$ cat config.mk
export PLATFORM = sky130hd
export DESIGN_NAME = modloop_counter
export DESIGN_NICKNAME = d
export VERILOG_FILES = /design/src/rtl/mlc_pkg.sv /design/src/rtl/mlc_mask_decode.sv /design/src/rtl/mlc_datapath.sv /design/src/rtl/mlc_control.sv /design/src/rtl/modloop_counter.sv
export SDC_FILE = /design/constraint.sdc
export NUM_CORES = 1
export LEC_CHECK = 0
export BUFFER_PORTS_ARGS = -buffer_cell sky130_fd_sc_hd__clkbuf_2
export CORE_ASPECT_RATIO = 1.75
export CORE_MARGIN = 5
export CORE_UTILIZATION = 31
export DETAILED_ROUTE_END_ITERATION = 10
export GPL_ROUTABILITY_DRIVEN = 0
export GPL_TIMING_DRIVEN = 0
export PLACE_DENSITY = 0.51
export SLEW_MARGIN = 5
export SYNTH_ARGS = -nofsm -noshare
export SYNTH_HDL_FRONTEND = slang
export SYNTH_HIERARCHICAL = 1
export SYNTH_SLANG_ARGS = --single-unit
$ cat constraint.sdc
create_clock -name clk -period 10.4 [get_ports clk]
set_input_delay 0.52 -clock clk [delete_from_list [all_inputs] [get_ports clk]]
set_output_delay 0.52 -clock clk [all_outputs]
set_load 0.02 [all_outputs]
$ cat src/rtl/mlc_pkg.sv
package mlc_pkg;
  typedef struct packed {
    logic stepUp;
    logic stepDown;
    logic wrapUp;
    logic wrapDown;
  } mlc_strobe_t;
endpackage

$ cat src/rtl/mlc_mask_decode.sv
module mlc_mask_decode #(
  parameter int CNT_W   = 17,
  parameter int SEL_W   = 4,
  parameter int MIN_LOG = 3
) (
  input  logic [SEL_W-1:0] modSel,
  output logic [CNT_W-1:0] lenMask,
  output logic             active
);
  localparam int LEN_W = $clog2(CNT_W + MIN_LOG + (1 << SEL_W)) + 1;

  logic [LEN_W-1:0] lenBits;

  assign active  = (modSel != '0);
  assign lenBits = LEN_W'(modSel) + LEN_W'(MIN_LOG - 1);

  for (genvar i = 0; i < CNT_W; i++) begin : g_bit
    assign lenMask[i] = active && (LEN_W'(i) < lenBits);
  end
endmodule

$ cat src/rtl/mlc_datapath.sv
module mlc_datapath
  import mlc_pkg::*;
#(
  parameter int CNT_W = 17
) (
  input  logic             clk,
  input  logic             rst,
  input  mlc_strobe_t      strobes,
  input  logic [CNT_W-1:0] lenMask,
  output logic             atTop,
  output logic             atZero
);
  logic [CNT_W-1:0] count;
  logic [CNT_W-1:0] maskedCount;

  assign maskedCount = count & lenMask;
  assign atTop       = (maskedCount == lenMask);
  assign atZero      = (maskedCount == '0);

  always_ff @(posedge clk) begin
    if (rst) begin
      count <= '0;
    end else if (strobes.wrapUp) begin
      count <= '0;
    end else if (strobes.wrapDown) begin
      count <= lenMask;
    end else if (strobes.stepUp) begin
      count <= maskedCount + CNT_W'(1);
    end else if (strobes.stepDown) begin
      count <= maskedCount - CNT_W'(1);
    end
  end

  // an upward wrap leaves the count at zero
  p_wrap_up_zero_r5: assert property (@(posedge clk) disable iff (rst)
    strobes.wrapUp |=> (count == '0));

  // a downward wrap leaves the count at the top of the old length
  p_wrap_down_top_r6: assert property (@(posedge clk) disable iff (rst)
    strobes.wrapDown |=> (count == $past(lenMask)));

  // with no strobe the count does not move
  p_idle_hold_r7: assert property (@(posedge clk) disable iff (rst)
    (strobes == '0) |=> $stable(count));
endmodule

$ cat src/rtl/mlc_control.sv
module mlc_control
  import mlc_pkg::*;
#(
  parameter int SEL_W = 4
) (
  input  logic             clk,
  input  logic             rst,
  input  logic             cntEn,
  input  logic             dirDown,
  input  logic [SEL_W-1:0] modSel,
  input  logic             active,
  input  logic             atTop,
  input  logic             atZero,
  output mlc_strobe_t      strobes,
  output logic             carryPulse,
  output logic             borrowPulse
);
  logic goUp;
  logic goDown;

  assign goUp   = cntEn && active && !dirDown;
  assign goDown = cntEn && active &&  dirDown;

  always_comb begin
    strobes          = '0;
    strobes.wrapUp   = goUp   &&  atTop;
    strobes.stepUp   = goUp   && !atTop;
    strobes.wrapDown = goDown &&  atZero;
    strobes.stepDown = goDown && !atZero;
  end

  always_ff @(posedge clk) begin
    if (rst) begin
      carryPulse  <= 1'b0;
      borrowPulse <= 1'b0;
    end else begin
      carryPulse  <= strobes.wrapUp;
      borrowPulse <= strobes.wrapDown;
    end
  end

  // the two pulses never overlap
  p_excl_pulse_r8: assert property (@(posedge clk) disable iff (rst)
    !(carryPulse && borrowPulse));

  // a carry pulse lasts one cycle
  p_single_carry_r8: assert property (@(posedge clk) disable iff (rst)
    carryPulse |=> !carryPulse);

  // a borrow pulse lasts one cycle
  p_single_borrow_r8: assert property (@(posedge clk) disable iff (rst)
    borrowPulse |=> !borrowPulse);

  // the stop code yields no pulse
  p_inhibit_r2: assert property (@(posedge clk) disable iff (rst)
    (modSel == '0) |=> (!carryPulse && !borrowPulse));

  // enable low yields no pulse
  p_enable_hold_r7: assert property (@(posedge clk) disable iff (rst)
    !cntEn |=> (!carryPulse && !borrowPulse));
endmodule

$ cat src/rtl/modloop_counter.sv
module modloop_counter
  import mlc_pkg::*;
#(
  parameter int CNT_W   = 17,
  parameter int SEL_W   = 4,
  parameter int MIN_LOG = 3
) (
  input  logic             clk,
  input  logic             rst,
  input  logic             cntEn,
  input  logic             dirDown,
  input  logic [SEL_W-1:0] modSel,
  output logic             carryPulse,
  output logic             borrowPulse
);
  mlc_strobe_t      strobes;
  logic [CNT_W-1:0] lenMask;
  logic             active;
  logic             atTop;
  logic             atZero;

  mlc_mask_decode #(.CNT_W(CNT_W), .SEL_W(SEL_W), .MIN_LOG(MIN_LOG)) u_decode (
    .modSel  (modSel),
    .lenMask (lenMask),
    .active  (active)
  );

  mlc_control #(.SEL_W(SEL_W)) u_control (
    .clk         (clk),
    .rst         (rst),
    .cntEn       (cntEn),
    .dirDown     (dirDown),
    .modSel      (modSel),
    .active      (active),
    .atTop       (atTop),
    .atZero      (atZero),
    .strobes     (strobes),
    .carryPulse  (carryPulse),
    .borrowPulse (borrowPulse)
  );

  mlc_datapath #(.CNT_W(CNT_W)) u_datapath (
    .clk     (clk),
    .rst     (rst),
    .strobes (strobes),
    .lenMask (lenMask),
    .atTop   (atTop),
    .atZero  (atZero)
  );
endmodule

# Word level (Yosys, flattened, before mapping)
# Cells that the tools add are included.
[classes]
muxes = 3
add_sub_neg = 3
bitwise = 1
magnitude_cmp = 17
n_eq_ne = 1
n_reduce_logical = 31
[op_table]
columns = ["cell", "count"]
rows = [
  ["$lt A4 B7 Y1 const A", 8],
  ["$mux W17", 3],
  ["$lt A3 B7 Y1 const A", 4],
  ["$logic_and A1 B1 Y1", 24],
  ["$add A17 B1 Y17 const B", 1],
  ["$and A17 B17 Y17", 1],
  ["$eq A17 B17 Y1", 1],
  ["$logic_not A17 Y1", 1],
  ["$sub A17 B1 Y17 const B", 1],
  ["$lt A1 B7 Y1 const A", 2],
  ["$lt A2 B7 Y1 const A", 2],
  ["$lt A5 B7 Y1 const A", 1],
  ["$add A4 B2 Y5 const B", 1],
  ["$reduce_bool A4 Y1", 1],
  ["$logic_not A1 Y1", 3],
  ["$reduce_bool A3 Y1", 1],
  ["$reduce_or A2 Y1", 1],
]
[totals]
wordCells = 59
regBits = 19

# Longest topological paths before layout
# Gate-level depths: netlist of run 1.
[depth]
word_depth = 10
ltp_mapped = 21
mapped_depth_nobuf = 20

# Hierarchy
# The synthesis of run 1 kept the hierarchy.
[by_module_without_submodules]
columns = ["module", "area_each_um2", "cells_each", "seq_area_each_um2", "n_inst"]
rows = [
  ["mlc_datapath", 1874.3, 258, 340.3, 1],
  ["mlc_mask_decode", 394.1, 63, 0.0, 1],
  ["mlc_control", 88.8, 9, 40.0, 1],
]

# Worst setup path after synthesis of run 1
# Ideal clock, no wire load.
[synth_path]
path_kind = "input port to flip-flop"
startpoint = "in modSel[1]"
endpoint = "reg u_datapath.count[6]"
setup_ns = 0.131
slack_ns = 5.785
arrival_ns = 4.483
required_ns = 10.269
cell_stages = 19
cell_sequence = "buf_6 > nor4_1 > a311o_1 > buf_6 > o21ai_0 > inv_1 > o22ai_1 > a221oi_1 > o221ai_1 > a2111oi_0 > nor3_1 > inv_1 > ha_1 > nor2b_4 > o31a_4 > o21a_1 > or3_1 > a311oi_1 > nor3_1"
[synth_lines]
columns = ["element", "line_no", "text"]
rows = [
  ["start: declaration", "modloop_counter.sv:12", "input logic [SEL_W-1:0] modSel,"],
  ["end signal: assignment", "mlc_datapath.sv:26", "count <= lenMask;"],
  ["end signal: assignment", "mlc_datapath.sv:28", "count <= maskedCount + CNT_W'(1);"],
  ["end signal: assignment", "mlc_datapath.sv:30", "count <= maskedCount - CNT_W'(1);"],
  ["end: declaration", "mlc_datapath.sv:13", "logic [CNT_W-1:0] count;"],
]

==> flow_summary.yaml, run 1 <==
worst_setup_path:
  cpLargestDelayFamily: "compound AO/OA/AOI/OAI gates"
  reg2reg_depth: 13
  worstPathCellList: "clkbuf_2 > buf_6 > nor4_1 > a311o_1 > buf_6 > o21ai_0 > a221oi_1 > o221ai_1 > a2111oi_0 > nor3_1 > inv_1 > ha_1 > a21oi_1 > o21ai_0 > a21oi_1 > nor3_1 > or3_1 > o311ai_1"
  cp_num_buf_inv: 4
  critPathMaxFanout: 16
  crit_arrival_ns: 5.76
  worst-path-stages: 18
  cp_data_required_time_ns: 10.57
  crit_path_max_incr_delay_ns: 0.84
  path_class: "primary input to register"
  worstSetupStartpointType: "primary input"
  end_kind: "register"
  crit_slowest_cell: "a2111oi_0"
clocking:
  clk_path_buf_depth: 2
  numCtsBuffers: 3
  tritoncts: "built"
  cts-root-buf: "clkbuf_16"
  hold_buffers: 0
  clk_latency_ns: 0.26
  ctsResizeCount: 0
  cts_num_sinks: 19
  clkTransAtPathRegs_ns: 0.06
  htree_levels: 1
  post_cts_buffers: 0
floorplan:
  dieArea_mm2: 0.00952
  core-area_mm2: 0.00751
  initial_core_util: 0.314
  rows: 42
  die_y_um: 125
  io_pins: 10
  die_x_um: 75.9
route:
  first_iter_violations: 127
  finalWirelength_mm: 7.77
  vias: 2396
  drc: 0
  ant_nets: 0
  viasPerCell: 5.56
  wl_per_cell_um: 18.0
  dr.pass1.iters: 5
placement:
  portBuffers: 9
  place_hpwl_mm: 6.43
  dp.cells: 427
finish:
  syn_to_final_growth_pct: 9.93
  drive_above_1_share: 0.0816
  multi_input_area_mm2: 0.00181
  fillers: 832
  regArea_um2: 380
  nets: 373
  num_antenna_cells: 0
  final_cells: 431
logic_synthesis:
  ys_seq_elements: 19
  netlist_area_mm2: 0.00236
  synthTopCellsByArea: "dfxtp_1, ha_1, nand2_1"
  synth.top_cell.area_share: 0.161
  ys_warn_count: 6
  yosys.area.top_type: "dfxtp_1"
  async_flop_share: 0
  syn_nets: 359
  netlist_instances: 330
  synth_cell_types: 61
  yosysSeqAreaShare: 0.161
  synth_area_per_cell_um2: 7.14
  synth_edf_count: 0
  ys.flop_type: "dfxtp_1"
timing:
  whs_ns: 0.478
  fin_skew_ns: 0.00255
  slew_headroom: 0.339
  setup_tns_ns: 0
  finalCriticalPeriod_ns: 5.59
  drv_slew: 0
  hold_viol: 0
  worst_pin_slew_ns: 0.966
  clock.fmax_mhz: 179
  rsz0062_at_grt: "false"
  setup_viol: 0
  post-route-period-util: 0.538
global_routing:
  grt_use_total: 0.164
  grt-ovfl-total: 0
  grt_max_degree: 17
  grt_pass1_vias: 2474
  grt_pass1_wl_mm: 12.5
  antenna_found_initial: 0
run:
  maxCapViolCount: 0
min_path:
  hold_class: "primary input to register"
  min_path_cells: 2
power:
  powerDensity_mw_per_mm2: 190
  finalPower_mw: 0.492
  vdd_drop_max_uv: 67.5
  p_leak_nw: 1.16
outcome:
  outcome: "finished clean"
[final cells by class]
type                       count  share of cell area
clock buffer                   4              0.0304
tap                           88              0.0425
buffer                        14              0.0280
timing repair buffer           9              0.0174
multi-input combinational    271               0.697
inverter                      26              0.0377
sequential                    19               0.147
[layout by cell type, fill, tap and decap left out, drive strengths merged, types with 4 or more instances in the layout]
| master | instances |
|---|---|
| a211oi | 7 |
| nor2 | 31 |
| a221oi | 8 |
| o22ai | 9 |
| a21oi | 23 |
| nor3 | 9 |
| xnor2 | 9 |
| o21ai | 21 |
| a31oi | 4 |
| dfxtp | 19 |
| buf | 4 |
| nand4 | 4 |
| and2 | 15 |
| clkbuf | 23 |
| o21a | 7 |
| inv | 26 |
| a21o | 10 |
| nand2 | 39 |
| ha | 20 |
| nor2b | 6 |
[synth_stat cells (3+ instances only)]
cell       n
nand2_1   38
nor2_1    29
inv_1     26
a21oi_1   23
ha_1      20
dfxtp_1   19
o21ai_0   18
and2_1    15
a21o_1    10
clkbuf_1  10
nor3_1     9
o22ai_1    9
xnor2_1    9
a211oi_1   7
o21a_1     7
a221oi_1   6
nor2b_1    5
a31oi_1    4
nand4_1    4
nor3b_1    3
o21bai_1   3
or3_1      3
[cell families (layout without fill, tap and decap cells)]
logic type | after synthesis | after routing | synth area share
multiplexers | 2 | 2 | 0.00849
buffers and inverters | 40 | 53 | 0.0722
XOR/XNOR | 11 | 11 | 0.0409
AO/OA/AOI/OAI | 108 | 108 | 0.319
flip-flops | 19 | 19 | 0.161
adder cells (fa/ha/maj) | 21 | 21 | 0.115
AND/OR/NAND/NOR | 129 | 129 | 0.283
[layer usage]
layer / global-route usage / vias to the layer above / part of all wire
met3: 0.00576 / 16 / 0.013
li1: - / 1217 / -
met4: 0.0881 / 0 / 0.038
met1: 0.161 / 1128 / 0.38
met2: 0.332 / 35 / 0.57
met5: 0 / - / 0
[sequential cells by signal, summed over array words and instances, names as in the netlist]
name                   flops
u_control/borrowPulse      1
u_control/carryPulse       1
u_datapath/count          17
[metrics by stage]
| step | area [um^2] | utilization | setup slack [ns] |
|---|---|---|---|
| 3_3_place_gp | 2510 | 0.334 | 4.53 |
| 6_report | 2590 | 0.345 | 4.81 |
| 4_1_cts | 2590 | 0.345 | 4.79 |
| 2_1_floorplan | 2360 | - | 5.79 |
| 5_1_grt | 2590 | 0.345 | 4.32 |
| 3_5_place_dp | 2510 | 0.334 | 4.51 |
[final timing paths]
check,slack (ns),start,end
setup / recovery,4.81,modSel[1],u_datapath/count[15]
hold / removal,0.48,rst,u_control/carryPulse
setup reg to reg,6.06,u_datapath/count[12],u_datapath/count[15]
hold reg to reg,0.59,u_datapath/count[4],u_datapath/count[4]
[power by group]
part | internal, mW | switching, mW | total, mW
clock | 0.0524 | 0.0313 | 0.0837
sequential | 0.0940 | 0.0150 | 0.109
combinational | 0.122 | 0.177 | 0.299
No activity file was read; power rests on OpenSTA's default activity.
==> run 2, diff against run 1 <==
==> constraint.sdc (replaced) <==
create_clock -name clk -period 5.5 [get_ports clk]
set_input_delay 0.275 -clock clk [delete_from_list [all_inputs] [get_ports clk]]
set_output_delay 0.275 -clock clk [all_outputs]
set_load 0.02 [all_outputs]
==> flow_summary.yaml, run 2 (same netlist as run 1, synthesis figures left out) <==
outcome:
  outcome: "finished clean"
global_routing:
  grt-ovfl-total: 0
  grt_pass1_vias: 2474
  grt_max_degree: 17
  antenna_found_initial: 0
  grt_pass1_wl_mm: 12.5
  grt_use_total: 0.164
min_path:
  hold_class: "primary input to register"
  hold_start: "rst"
worst_setup_path:
  end_kind: "register"
  critPathMaxFanout: 16
  crit_arrival_ns: 5.09
  cp-startpoint: "modSel[1]"
  r2r_setup_slack_ns: 1.59
  path_class: "primary input to register"
  worstSetupStartpointType: "primary input"
  cp_data_required_time_ns: 5.67
  reg2reg_from: "u_datapath/count[12]"
timing:
  post-route-period-util: 0.894
  finalCriticalPeriod_ns: 4.92
  fin_skew_ns: 0.00285
  drv_slew: 0
  slew_headroom: 0.522
  whs_ns: 0.232
  hold_viol: 0
  clock.fmax_mhz: 203
  rsz0062_at_grt: "false"
  setup_viol: 0
  worst_pin_slew_ns: 0.716
  setup_tns_ns: 0
power:
  powerDensity_mw_per_mm2: 358
  p_leak_nw: 1.15
  vdd_drop_max_uv: 128
  finalPower_mw: 0.929
floorplan:
  initial_core_util: 0.314
  rows: 42
  io_pins: 10
  die_x_um: 75.9
  core-area_mm2: 0.00751
  dieArea_mm2: 0.00952
  die_y_um: 125
route:
  dr.pass1.iters: 4
  viasPerCell: 5.55
  finalWirelength_mm: 7.75
  first_iter_violations: 118
  ant_nets: 0
  wl_per_cell_um: 18.0
  drc: 0
  vias: 2393
finish:
  final_core_utilization: 0.345
  drive_above_1_share: 0.0845
  num_antenna_cells: 0
  reg_top3: "u_datapath/count: 17 flops, u_control/borrowPulse: 1 flops, u_control/carryPulse: 1 flops"
  multi_input_area_mm2: 0.00181
  nets: 373
  final_common_cell: "nand2_1"
  largest_register_ffs: 17
  final_cell_mix: "nand2_1, nor2_1, inv_1"
  syn_to_final_growth_pct: 9.98
  regArea_um2: 380
  top_register: "u_datapath/count"
  final_cells: 431
  fillers: 833
run:
  maxCapViolCount: 0
clocking:
  tritoncts: "built"
  post_cts_buffers: 0
  clk_path_buf_depth: 2
  ctsResizeCount: 0
  cts-root-buf: "clkbuf_16"
  clkTransAtPathRegs_ns: 0.06
  htree_levels: 1
  clk_latency_ns: 0.26
  hold_buffers: 0
  cts_num_sinks: 19
  numCtsBuffers: 3
placement:
  dp.cells: 427
  portBuffers: 9
  place_hpwl_mm: 6.43
## run 2: cell types whose count changed in the layout (fill, tap and decap cells not counted)
cell,before,now
a2111oi_0,1,0
a2111oi_1,0,1
inv_1,26,25
inv_2,0,1
## run 2: metrics by stage
stage / setup slack [ns] / instance area, um^2
after floorplan: 1.13 / 2360
after global placement: -0.121 / 2510
after detailed placement: -0.146 / 2510
after CTS: 0.133 / 2590
after global routing: 0.0957 / 2590
final: 0.582 / 2590
## run 2: path summary, 6_finish.rpt
check / end / cells past startpoint
max: u_datapath/count[15] / 18
min reg2reg: u_datapath/count[7] / 2
max reg2reg: u_datapath/count[15] / 13
min: u_control/carryPulse / 2
## run 2: layout make-up
type	count	area share
inverter	26	0.0376
timing repair buffer	9	0.0174
clock buffer	4	0.0304
buffer	14	0.0280
sequential	19	0.147
tap	88	0.0425
multi-input combinational	271	0.697
## run 2: metal layers
layer,vias up,track usage,share of wire
met3,14,0.00576,0.016
met5,-,0,0
met2,37,0.332,0.58
li1,1216,-,-
met1,1126,0.161,0.37
met4,0,0.0881,0.034
## run 2: report_power, final
| part | internal (mW) | switching [mW] |
|---|---|---|
| Clock | 0.0990 | 0.0598 |
| Combinational | 0.231 | 0.334 |
| Sequential | 0.178 | 0.0280 |
| Total | 0.507 | 0.422 |
## run 2: critical path, cell delays in order
cell       delay, ns
clkbuf_2        0.13
buf_6           0.15
nor4_1          0.53
a311o_1         0.22
buf_6           0.13
o21ai_0         0.23
a221oi_1        0.31
o221ai_1        0.16
a2111oi_1       0.65
nor3_1          0.23
inv_2           0.33
ha_1            0.34
a21oi_1         0.25
o21ai_0         0.12
a21oi_1         0.42
nor3_1          0.13
or3_1           0.38
o311ai_1        0.08
==> run 3, diff against run 2 <==
--- a/config.mk
+++ b/config.mk
@@ -9,10 +9,10 @@
 export CORE_ASPECT_RATIO = 1.75
 export CORE_MARGIN = 5
 export CORE_UTILIZATION = 31
+export CTS_BUF_LIST = sky130_fd_sc_hd__clkbuf_8 sky130_fd_sc_hd__clkbuf_16
 export DETAILED_ROUTE_END_ITERATION = 10
 export GPL_ROUTABILITY_DRIVEN = 0
 export GPL_TIMING_DRIVEN = 0
-export PLACE_DENSITY = 0.51
 export SLEW_MARGIN = 5
 export SYNTH_ARGS = -nofsm -noshare
 export SYNTH_HDL_FRONTEND = slang
==> flow_summary.yaml, run 3 (same netlist as run 1, synthesis figures left out) <==
route:
  finalWirelength_mm: 7.34
  dr.pass1.iters: 4
  first_iter_violations: 161
  wl_per_cell_um: 17.0
  drc: 0
  ant_nets: 0
  vias: 2474
  viasPerCell: 5.74
placement:
  portBuffers: 9
  place_hpwl_mm: 6.08
  dp.cells: 427
worst_setup_path:
  worstSetupStartpointType: "primary input"
  path_class: "primary input to register"
  cp_data_required_time_ns: 5.66
  crit_arrival_ns: 5.10
  critPathMaxFanout: 16
  end_kind: "register"
finish:
  final_common_cell: "nand2_1"
  multi_input_area_mm2: 0.00181
  nets: 373
  top_register: "u_datapath/count"
  drive_above_1_share: 0.0845
  regArea_um2: 380
  num_antenna_cells: 0
  final_cells: 431
  largest_register_ffs: 17
  final_core_utilization: 0.345
  reg_top3: "u_datapath/count: 17 flops, u_control/borrowPulse: 1 flops, u_control/carryPulse: 1 flops"
  fillers: 800
  final_cell_mix: "nand2_1, nor2_1, inv_1"
  syn_to_final_growth_pct: 9.98
clocking:
  clk_latency_ns: 0.26
  clk_path_buf_depth: 2
  numCtsBuffers: 3
  htree_levels: 1
  hold_buffers: 0
  post_cts_buffers: 0
  clkTransAtPathRegs_ns: 0.06
  cts-root-buf: "clkbuf_16"
  tritoncts: "built"
  ctsResizeCount: 0
  cts_num_sinks: 19
timing:
  hold_viol: 0
  worst_pin_slew_ns: 0.725
  slew_headroom: 0.516
  post-route-period-util: 0.897
  finalCriticalPeriod_ns: 4.93
  drv_slew: 0
  setup_tns_ns: 0
  setup_viol: 0
  clock.fmax_mhz: 203
  fin_skew_ns: 0.00193
  rsz0062_at_grt: "false"
power:
  powerDensity_mw_per_mm2: 353
  swShare: 0.448
  internal-power_mw: 0.505
  clkPwrFrac: 0.168
  vdd_drop_max_uv: 108
  finalPower_mw: 0.915
  seqPwrFrac: 0.225
  p_leak_nw: 1.16
  switchingPower_mw: 0.410
  p_comb_frac: 0.608
run:
  maxCapViolCount: 0
floorplan:
  dieArea_mm2: 0.00952
  io_pins: 10
  rows: 42
  die_x_um: 75.9
  initial_core_util: 0.314
  die_y_um: 125
  core-area_mm2: 0.00751
global_routing:
  antenna_found_initial: 0
  top_usage_layer: "met2"
  grt_max_degree: 17
  grt.met2_usage: 0.302
  grt_use_total: 0.156
  grtUsageMet1: 0.147
  grt_pass1_wl_mm: 12.1
  grt-ovfl-total: 0
  grt_pass1_vias: 2518
  grt.met3_usage: 0.0158
min_path:
  hold_class: "primary input to register"
outcome:
  outcome: "finished clean"
[run 3: final timing paths]
path                                      startpoint              endpoint  slack (ns)  depth (start not counted)
worst max register to register  u_datapath/count[12]  u_datapath/count[15]        1.56                         13
worst max-delay path                       modSel[1]  u_datapath/count[15]        0.57                         18
worst min-delay path                             rst  u_control/carryPulse        0.25                          2
worst min register to register   u_datapath/count[4]   u_datapath/count[4]        0.58                          2
[run 3: area by class of cell]
type,count,area share
sequential,19,0.147
multi-input combinational,271,0.697
timing repair buffer,9,0.0174
inverter,26,0.0376
tap,88,0.0425
clock inverter,1,0.00145
clock buffer,3,0.0290
buffer,14,0.0280
[run 3: power by group through the flow]
stage / Clock, mW / Sequential [mW] / Combinational (mW)
floorplan: 0 / 0.198 / 0.429
global placement: 0 / 0.206 / 0.545
detailed placement: 0 / 0.207 / 0.550
CTS: 0.156 / 0.204 / 0.554
global route: 0.164 / 0.209 / 0.619
finish: 0.153 / 0.206 / 0.556
[run 3: through the flow]
step | hold WS [ns] | cell area [um^2] | worst slack [ns]
after global routing | 0.257 | 2590 | 0.0866
after global placement | 0.501 | 2510 | -0.0656
after floorplan | 0.352 | 2360 | 1.13
after CTS | 0.241 | 2590 | 0.142
final | 0.246 | 2590 | 0.568
after detailed placement | 0.508 | 2510 | -0.110
[run 3: per-layer routing]
layer | vias to the layer above | part of all wire | routed length [um]
li1 | 1214 | - | -
met1 | 1175 | 0.36 | 2640
met2 | 60 | 0.55 | 4050
met3 | 25 | 0.024 | 179
met4 | 0 | 0.064 | 466
met5 | - | 0 | 0
[run 3: critical path: stages]
cell	delay, ns
clkbuf_2	0.13
buf_6	0.15
nor4_1	0.52
a311o_1	0.23
buf_6	0.14
o21ai_0	0.22
a221oi_1	0.32
o221ai_1	0.16
a2111oi_1	0.66
nor3_1	0.25
inv_2	0.34
ha_1	0.34
a21oi_1	0.24
o21ai_0	0.13
a21oi_1	0.38
nor3_1	0.13
or3_1	0.39
o311ai_1	0.09
